## src/rtl/poll_read_budget.sv

```systemverilog
// Module: counts acknowledged reads of one poll and flags the budget.
// Assumes: clear is pulsed at each accepted start; inc at each acknowledge.
module poll_read_budget #(
    parameter int CNT_W = 16
) (
    input  logic             clk,
    input  logic             rst_n,
    input  logic             clear,
    input  logic             inc,
    input  logic             enable,
    input  logic [CNT_W-1:0] limit,
    output logic             spent
);

    localparam logic [CNT_W-1:0] CNT_MAX = {CNT_W{1'b1}};

    logic [CNT_W-1:0] reads_q;
    logic [CNT_W:0]   limit_eff;
    logic [CNT_W:0]   reads_next;

    // Count reads, saturating at the counter maximum.
    always_ff @(posedge clk) begin
        if (!rst_n)                        reads_q <= '0;
        else if (clear)                    reads_q <= '0;
        else if (inc && reads_q != CNT_MAX) reads_q <= reads_q + 1'b1;
    end

    // The current read would bring the count to the limit (0 acts as 1).
    always_comb begin
        limit_eff  = (limit == '0) ? {{CNT_W{1'b0}}, 1'b1} : {1'b0, limit};
        reads_next = {1'b0, reads_q} + 1'b1;
        spent      = enable && (reads_next >= limit_eff);
    end

    AST_BUDGET_CLEAR: assert property (@(posedge clk) disable iff (!rst_n)
        clear |=> reads_q == '0) else $error("read count not cleared");

endmodule

```

## config.mk

```make
export PLATFORM = sky130hd
export DESIGN_NAME = poll_read_budget
export DESIGN_NICKNAME = d
export VERILOG_FILES = /design/src/rtl/poll_read_budget.sv
export SDC_FILE = /design/constraint.sdc
export NUM_CORES = 1
export LEC_CHECK = 0
export BUFFER_PORTS_ARGS = -buffer_cell sky130_fd_sc_hd__buf_2
export CAP_MARGIN = 20
export CORE_MARGIN = 5
export CORE_UTILIZATION = 56
export DETAILED_ROUTE_END_ITERATION = 6
export PLACE_DENSITY_LB_ADDON = 0.1
export SKIP_LAST_GASP = 1
export SYNTH_ARGS = -nofsm -noshare
export SYNTH_HDL_FRONTEND = slang
export SYNTH_SLANG_ARGS = --single-unit
```

## constraint.sdc

```tcl
create_clock -name clk -period 3 [get_ports clk]
set_input_delay 0.3 -clock clk [delete_from_list [all_inputs] [get_ports clk]]
set_output_delay 0.3 -clock clk [all_outputs]
set_load 0.05 [all_outputs]
```

Word level (Yosys, flattened, before mapping)

Cells that the tools add are included.

Bitwise operators: 1
Order comparisons: 1
$add $sub $neg: 2
Reductions and logical operators: 4
Mux-type cells: 1
Equality and inequality tests: 1

Operator list:

| operator              | count |
|---|---|
| $add 16x1->17 const B | 1 |
| $ge 17x16->1          | 1 |
| $add 16x1->16 const B | 1 |
| $logic_not 16->1      | 1 |
| $mux 16               | 1 |
| $ne 16x16->1 const B  | 1 |
| $logic_and 1x1->1     | 2 |
| $reduce_or 2->1       | 1 |
| $not 1->1             | 1 |

Bits in registers: 16
Output and inout port bits: 1
Input bits: 21
Logic and storage cells: 11

Longest topological paths before layout

Gate-level depths: netlist of the first run.

Depth in word-level cells: 4
Depth in mapped cells: 11
Depth with buffers taken out: 11

Worst setup path after synthesis of the first run

OpenSTA, ideal clock, no wires.

Path type: register -> output
Start point: register reads_q[0]
End point: output spent
Path buffers: 0
Data arrival time: 2.673 ns
Slack: 0.027 ns
Stages on the path, launching flop included: 12
Data required time: 2.700 ns
Cells stage by stage: dfxtp_1 > ha_1 > nand4_2 > nor3_1 > and3_1 > xor2_1 > ha_1 > nand3_1 > nor3_1 > nand4_1 > nand4_1 > o21a_1

Longest elaborated chain between the ends: 3

Ends and longest elaborated chain:

| element                  | line | RTL |
|---|---|---|
| from (decl)              | 17   | `logic [CNT_W-1:0] reads_q;` |
| from (signal assigned)   | 25   | `else if (inc && reads_q != CNT_MAX) reads_q <= reads_q + 1'b1;` |
| $add 16x1->17            | 31   | `reads_next = {1'b0, reads_q} + 1'b1;` |
| named net reads_next[14] | 19   | `logic [CNT_W:0] reads_next;` |
| $ge 17x16->1             | 32   | `spent = enable && (reads_next >= limit_eff);` |
| $logic_and 1x1->1        | 32   |  |
| to (decl)                | 12   | `output logic spent` |

The timed path passes the listed nets, and every way through them passes these cells.

Final worst setup path of the first run

Same ends and word-level chain as after synthesis.

==> impl_metrics.yaml, run 1 <==
detailed_routing:
  wl_per_cell_um: 14.0
  drtPass1Iterations: 4
  antenna_left: 0
  drt-total-wl_um: 3330
  routed_via_density: 5.46
  vias: 1295
  drc: 0
  drt_iter0_drc: 48
global_routing:
  antenna_found_initial: 0
  grt-ovfl-total: 0
  grt_pass1_wl_um: 5400
  grt_util_all_layers_pct: 18.9
  grt_pass1_vias: 1251
  grt_max_degree: 17
cells_and_area:
  drive_gt1_share_pct: 32.4
  final_area_um2: 1760
  final_common_cell: "buf_2"
  top_regs: "reads_q (16)"
  final_cell_mix: "20 x buf_2, 18 x inv_1, 16 x nor2_1, 16 x ha_1"
  nets: 246
  antennaDiodeCount: 0
  fin_util_pct: 71.7
  regMostFlops: "reads_q"
  fillerInstances: 186
  multiInputGateArea_um2: 1080
  area_growth_pct: 24.1
  largest_reg_flops: 16
  regArea_um2: 340
run:
  max_cap_viol_count: 0
clock_network:
  cts_made_buffers: 3
  cts_hold_buf: 0
  cts_sinks: 16
  cts.path.max_buffers: 2
  h-tree-depth: 1
  clk_latency_ns: 0.28
  root_buffer: "clkbuf_4"
  cts_tree: "built"
  cts.reportedPaths.clkPinSlew_ns: 0.10
setup_path:
  endpoint_kind: "primary output"
  arrival_ns: 2.67
  cp_cell_sequence: "buf_6 > nand4_1 > buf_4 > nor3_4 > nand2_2 > xnor2_2 > ha_1 > nand3_2 > nor3_4 > nand4_1 > nand4_1 > o21a_1 > buf_6"
  critPathLaunchType: "flip-flop"
  critical-path-slowest-cell: "dfxtp_4"
  r2r-end: "reads_q[8]"
  crit_type: "reg -> out"
  critPathRequiredTime_ns: 2.70
  ff2ff_path_depth: 8
  r2r_start: "reads_q[0]"
  critPathMaxFanout: 4
  r2r_slack_ns: 0.98
  cpMostUsedCell: "nand4_1"
  slowest_delay_ns: 0.38
status:
  status: "completed"
yosys:
  synth_top_family_by_area: "simple AND/OR/NAND/NOR gates"
  ys_seq_area_share_pct: 22.6
  synth-compound-area-share_pct: 11.7
  synthSimpleGateAreaFrac_pct: 27.2
  synth_warnings: 0
  synth_seq_cells: 16
  synth_area_um2: 1420
  syn_area_per_cell_um2: 8.05
  syn_nets: 214
  synth-xor-area-share_pct: 14.8
  ys_types: 38
  syn_inst: 176
  synth-adder-area-share_pct: 15.0
  synthMuxAreaShare_pct: 0.706
floorplanning:
  start_util_pct: 57.7
  die_area_um2: 3640
  core_um2: 2450
  die_w_um: 60.3
  die_h_um: 60.3
  ios: 22
  rows: 18
pwr:
  max-vdd-ir-drop_uv: 359
  p_per_area_nw_per_um2: 238
  p_leak_nw: 0.846
min_path:
  hold_class: "in -> reg"
  hold_start: "inc"
  min_to: "reads_q[13]"
  min_path_cells: 3
sta:
  max_freq_ghz: 0.337
  worst_pin_slew_ns: 0.516
  post-route-min-period_ns: 2.97
  hold_viol: 0
  skew_ns: 0.00117
  drv_slew: 0
  slew_headroom_pct: 65.5
  rsz0062_at_grt: "yes"
  setup_violations: 0
  fin_crit_sh_pct: 99.0
placement:
  hpwl_um: 2410
  finalWeightedCongestion: 0.821
  portBuffers: 21
  place_area_um2: 1550
[kinds of logic (layout without fill, tap and decap cells)]
| family | after synthesis | in the layout |
|---|---|---|
| fa+ha+maj | 17 | 17 |
| mux | 1 | 1 |
| xor+xnor | 24 | 24 |
| flops | 16 | 16 |
| buf+inv | 23 | 54 |
| simple gates | 72 | 72 |
| compound gates | 23 | 23 |
[worst max-delay path by stage]
stage,startpoint,endpoint,cells after the start
4_1_cts,reads_q[0],spent,12
6_report,reads_q[0],spent,13
5_1_grt,reads_q[3],spent,12
2_1_floorplan,reads_q[0],spent,11
3_3_place_gp,reads_q[8],spent,11
3_5_place_dp,reads_q[1],spent,12
[area by class of cell]
cell class / instances / share of cell area, %
inverters: 18 / 3.84
clock buffers: 4 / 2.06
repair buffers: 32 / 11.5
well taps: 30 / 2.13
flip-flops and latches: 16 / 19.3
multi-input cells: 137 / 61.2
[cell usage after synthesis]
cell              n  area, um2
mux2i_1           1       10.0
a41o_1            1       10.0
a31oi_1           1       6.26
o21bai_1          1       7.51
clkbuf_8          1       13.8
dfxtp_1          16        320
and3_2            1       7.51
nor2b_1           1       6.26
o41ai_4           1       27.5
clkdlybuf4s50_2   1       11.3
or2b_2            1       8.76
o21ai_0           4       20.0
clkbuf_1          1       3.75
xnor2_1          12        105
inv_1            18       67.6
o41a_1            1       11.3
nor3_1            6       30.0
and3_1            2       12.5
nor2_1           17       63.8
or2_2             2       12.5
nand4_2           2       25.0
or3_1             3       18.8
o21a_1            2       15.0
clkbuf_2          1       5.00
a21boi_0          1       7.51
nor4_1            4       25.0
buf_6             1       11.3
or4_1             1       7.51
ha_1             17        213
a21oi_1           9       45.0
xor2_1           12        105
o31a_1            1       8.76
nand3_1           9       45.0
nand4_1           8       50.1
a21o_1            1       7.51
nand2_1          13       48.8
nand3_4           1       17.5
nand2b_1          1       6.26
[metrics by stage]
step	setup slack [ns]	power, W	cells	hold WS (ns)	TNS (ns)
2_1_floorplan	0.0271	0.000253	176	0.467	0
3_3_place_gp	0.145	0.000274	227	0.475	0
3_5_place_dp	0.143	0.000275	227	0.487	0
4_1_cts	0.00399	0.000419	232	0.387	0
5_1_grt	-0.117	0.000443	237	0.401	-0.117
6_report	0.0313	0.000419	237	0.389	0
[critical path: cells and delay by family, from the launching register on]
family / cells / cell delay [ns]
xor+xnor: 1 / 0.16
buf+inv: 3 / 0.47
fa+ha+maj: 1 / 0.30
flops: 1 / 0.38
simple gates: 7 / 0.96
compound gates: 1 / 0.13
[where the power goes]
group	switching (W)	internal, W	total [W]
Clock	0.0000689	0.0000738	0.000143
Combinational	0.0000323	0.0000297	0.0000620
Sequential	0.00000221	0.000212	0.000215
[per-layer routing]
layer	vias up	part of all wire (%)	GRT usage [%]
met1	583	48	26.3
met4	0	0.15	3.16
li1	674	-	-
met5	-	0	0
met2	36	45	31.5
met3	2	6.7	2.59
[what timing repair did]
action / in CTS / in global routing
hold endpoints to repair: 0 / 0
resized for setup: 15 / 19
pin swaps: 2 / 10
endpoints found under the setup margin: 1 / 1
buffers inserted: 1 / 5
No activity file was read; power rests on OpenSTA's default activity.
==> inputs of run 2 (changes only) <==
- CORE_MARGIN: 5 -> not set
==> run 2 against run 1 <==
  * Register-to-register slack got worse by 0.02 ns
  * Largest power group unchanged
  * Count of clock-buffer cells in the layout decreased by 1
  * Critical path type unchanged
  * Die area decreased by 25%
  * Critical endpoint unchanged
  * Setup slack improved by 0.030 ns
  * Core utilization increased by 4.5 points
  * Sequential cell count unchanged
==> impl_metrics.yaml, run 2 (synthesized netlist as in run 1, its figures left out) <==
status:
  status: "completed"
global_routing:
  grt_max_degree: 17
  antenna_found_initial: 0
  grt-ovfl-total: 0
  grt_pass1_vias: 1177
  grt_util_all_layers_pct: 24.4
  grt_pass1_wl_um: 4880
detailed_routing:
  met2_wirelength_um: 1570
  drtPass1Iterations: 4
  drt_iter0_drc: 42
  drc: 0
  wl_met1_um: 1510
  vias: 1328
  routed_via_density: 5.65
  antenna_left: 0
  top_layer: "met4"
  drt-total-wl_um: 3350
  route.met3.wl_um: 223
  wl_per_cell_um: 14.2
setup_path:
  crit_type: "reg -> out"
  critPathMaxFanout: 6
  cp_cell_sequence: "nand4_1 > nor4_2 > nand3_1 > xnor2_1 > ha_1 > buf_4 > a21oi_2 > nand4_1 > o21a_1 > buf_6"
  r2r-end: "reads_q[10]"
  critPathLaunchType: "flip-flop"
  r2r_start: "reads_q[1]"
  arrival_ns: 2.64
  endpoint_kind: "primary output"
  critPathRequiredTime_ns: 2.70
  slowest_delay_ns: 0.43
  critical-path-slowest-cell: "dfxtp_2"
  ff2ff_path_depth: 8
  cpMostUsedCell: "nand4_1"
  r2r_slack_ns: 0.96
cells_and_area:
  top_regs: "reads_q (16)"
  final_area_um2: 1750
  nets: 247
  final_cell_mix: "20 x buf_2, 18 x inv_1, 16 x nor2_1, 16 x ha_1"
  regMostFlops: "reads_q"
  largest_reg_flops: 16
  drive_gt1_share_pct: 32.9
  fin_util_pct: 76.2
  final_common_cell: "buf_2"
  antennaDiodeCount: 0
  area_growth_pct: 23.5
min_path:
  min_to: "reads_q[13]"
  hold_start: "inc"
  hold_class: "in -> reg"
  min_path_cells: 3
pwr:
  p_leak_nw: 0.827
  p_total_w: 0.000392
  max-vdd-ir-drop_uv: 274
  p_per_area_nw_per_um2: 224
sta:
  fin_crit_sh_pct: 97.9
  post-route-min-period_ns: 2.94
  fin_tns_setup_ns: 0
  setup_violations: 0
  max_freq_ghz: 0.340
  skew_ns: 0.00281
  worst_pin_slew_ns: 0.546
  rsz0062_at_grt: "yes"
  final.setup.worst_slack_ns: 0.0616
  hold_viol: 0
  drv_slew: 0
  slew_headroom_pct: 63.5
floorplanning:
  die_h_um: 52.3
  ios: 22
  die_area_um2: 2740
  rows: 17
  die_w_um: 52.3
  start_util_pct: 61.7
  core_um2: 2300
clock_network:
  cts_hold_buf: 0
  cts_tree: "built"
  root_buffer: "clkbuf_4"
  cts.path.max_buffers: 2
  clk_latency_ns: 0.29
  cts.reportedPaths.clkPinSlew_ns: 0.09
  cts_sinks: 16
  cts_made_buffers: 3
  h-tree-depth: 1
placement:
  place_area_um2: 1550
  dp_slack_ns: 0.123
  portBuffers: 21
  finalWeightedCongestion: 0.805
  hpwl_um: 2350
run:
  max_cap_viol_count: 0
==> run 2: cell count changes in the layout (fill, tap and decap cells not counted), sizes merged <==
cell and delta:
buf +1, clkbuf -1
==> run 2: power breakdown <==
part           internal, W  leakage, nW  total [W]  switching, W
combinational    0.0000301        0.678  0.0000635     0.0000335
sequential        0.000212        0.135   0.000214    0.00000192
clock            0.0000467       0.0138   0.000114     0.0000673
total             0.000289        0.827   0.000392      0.000103
==> run 2: per-layer routing <==
layer / vias to the layer above / track usage [%]
met2: 52 / 40.5
li1: 679 / -
met1: 592 / 32.2
met5: - / 0
met4: 0 / 9.21
met3: 5 / 2.61
==> run 2: metrics by stage <==
step / std cells / hold WS [ns]
finish: 235 / 0.401
global route: 235 / 0.396
CTS: 228 / 0.387
floorplan: 176 / 0.467
global placement: 225 / 0.475
detailed placement: 225 / 0.493
==> run 2: how the worst max path moves through the flow <==
stage               start  endpoint  cells past startpoint
2_1_floorplan  reads_q[0]     spent                     11
3_3_place_gp   reads_q[8]     spent                     11
3_5_place_dp   reads_q[1]     spent                     12
4_1_cts        reads_q[4]     spent                     11
5_1_grt        reads_q[2]     spent                     10
6_report       reads_q[2]     spent                     10
==> run 2: worst max-delay path: cells and delay by family (launching register included) <==
kind / cells / cell delay [ns]
simple gates: 4 / 0.83
flops: 1 / 0.43
compound gates: 2 / 0.30
buf+inv: 2 / 0.29
fa+ha+maj: 1 / 0.28
xor+xnor: 1 / 0.22
==> run 2: cell type report <==
class	instances	area, um2
multi-input combinational	137	1080
tap	28	35.0
fill	165	547
timing repair buffer	33	209
sequential	16	339
inverter	18	67.6
clock buffer	3	22.5
==> run 2: what timing repair did <==
item,CTS,global route
resized for setup,16,19
hold endpoints to repair,0,0
setup endpoints to repair,1,1
pin swaps,0,16
gates cloned,0,0
setup buffers,0,7
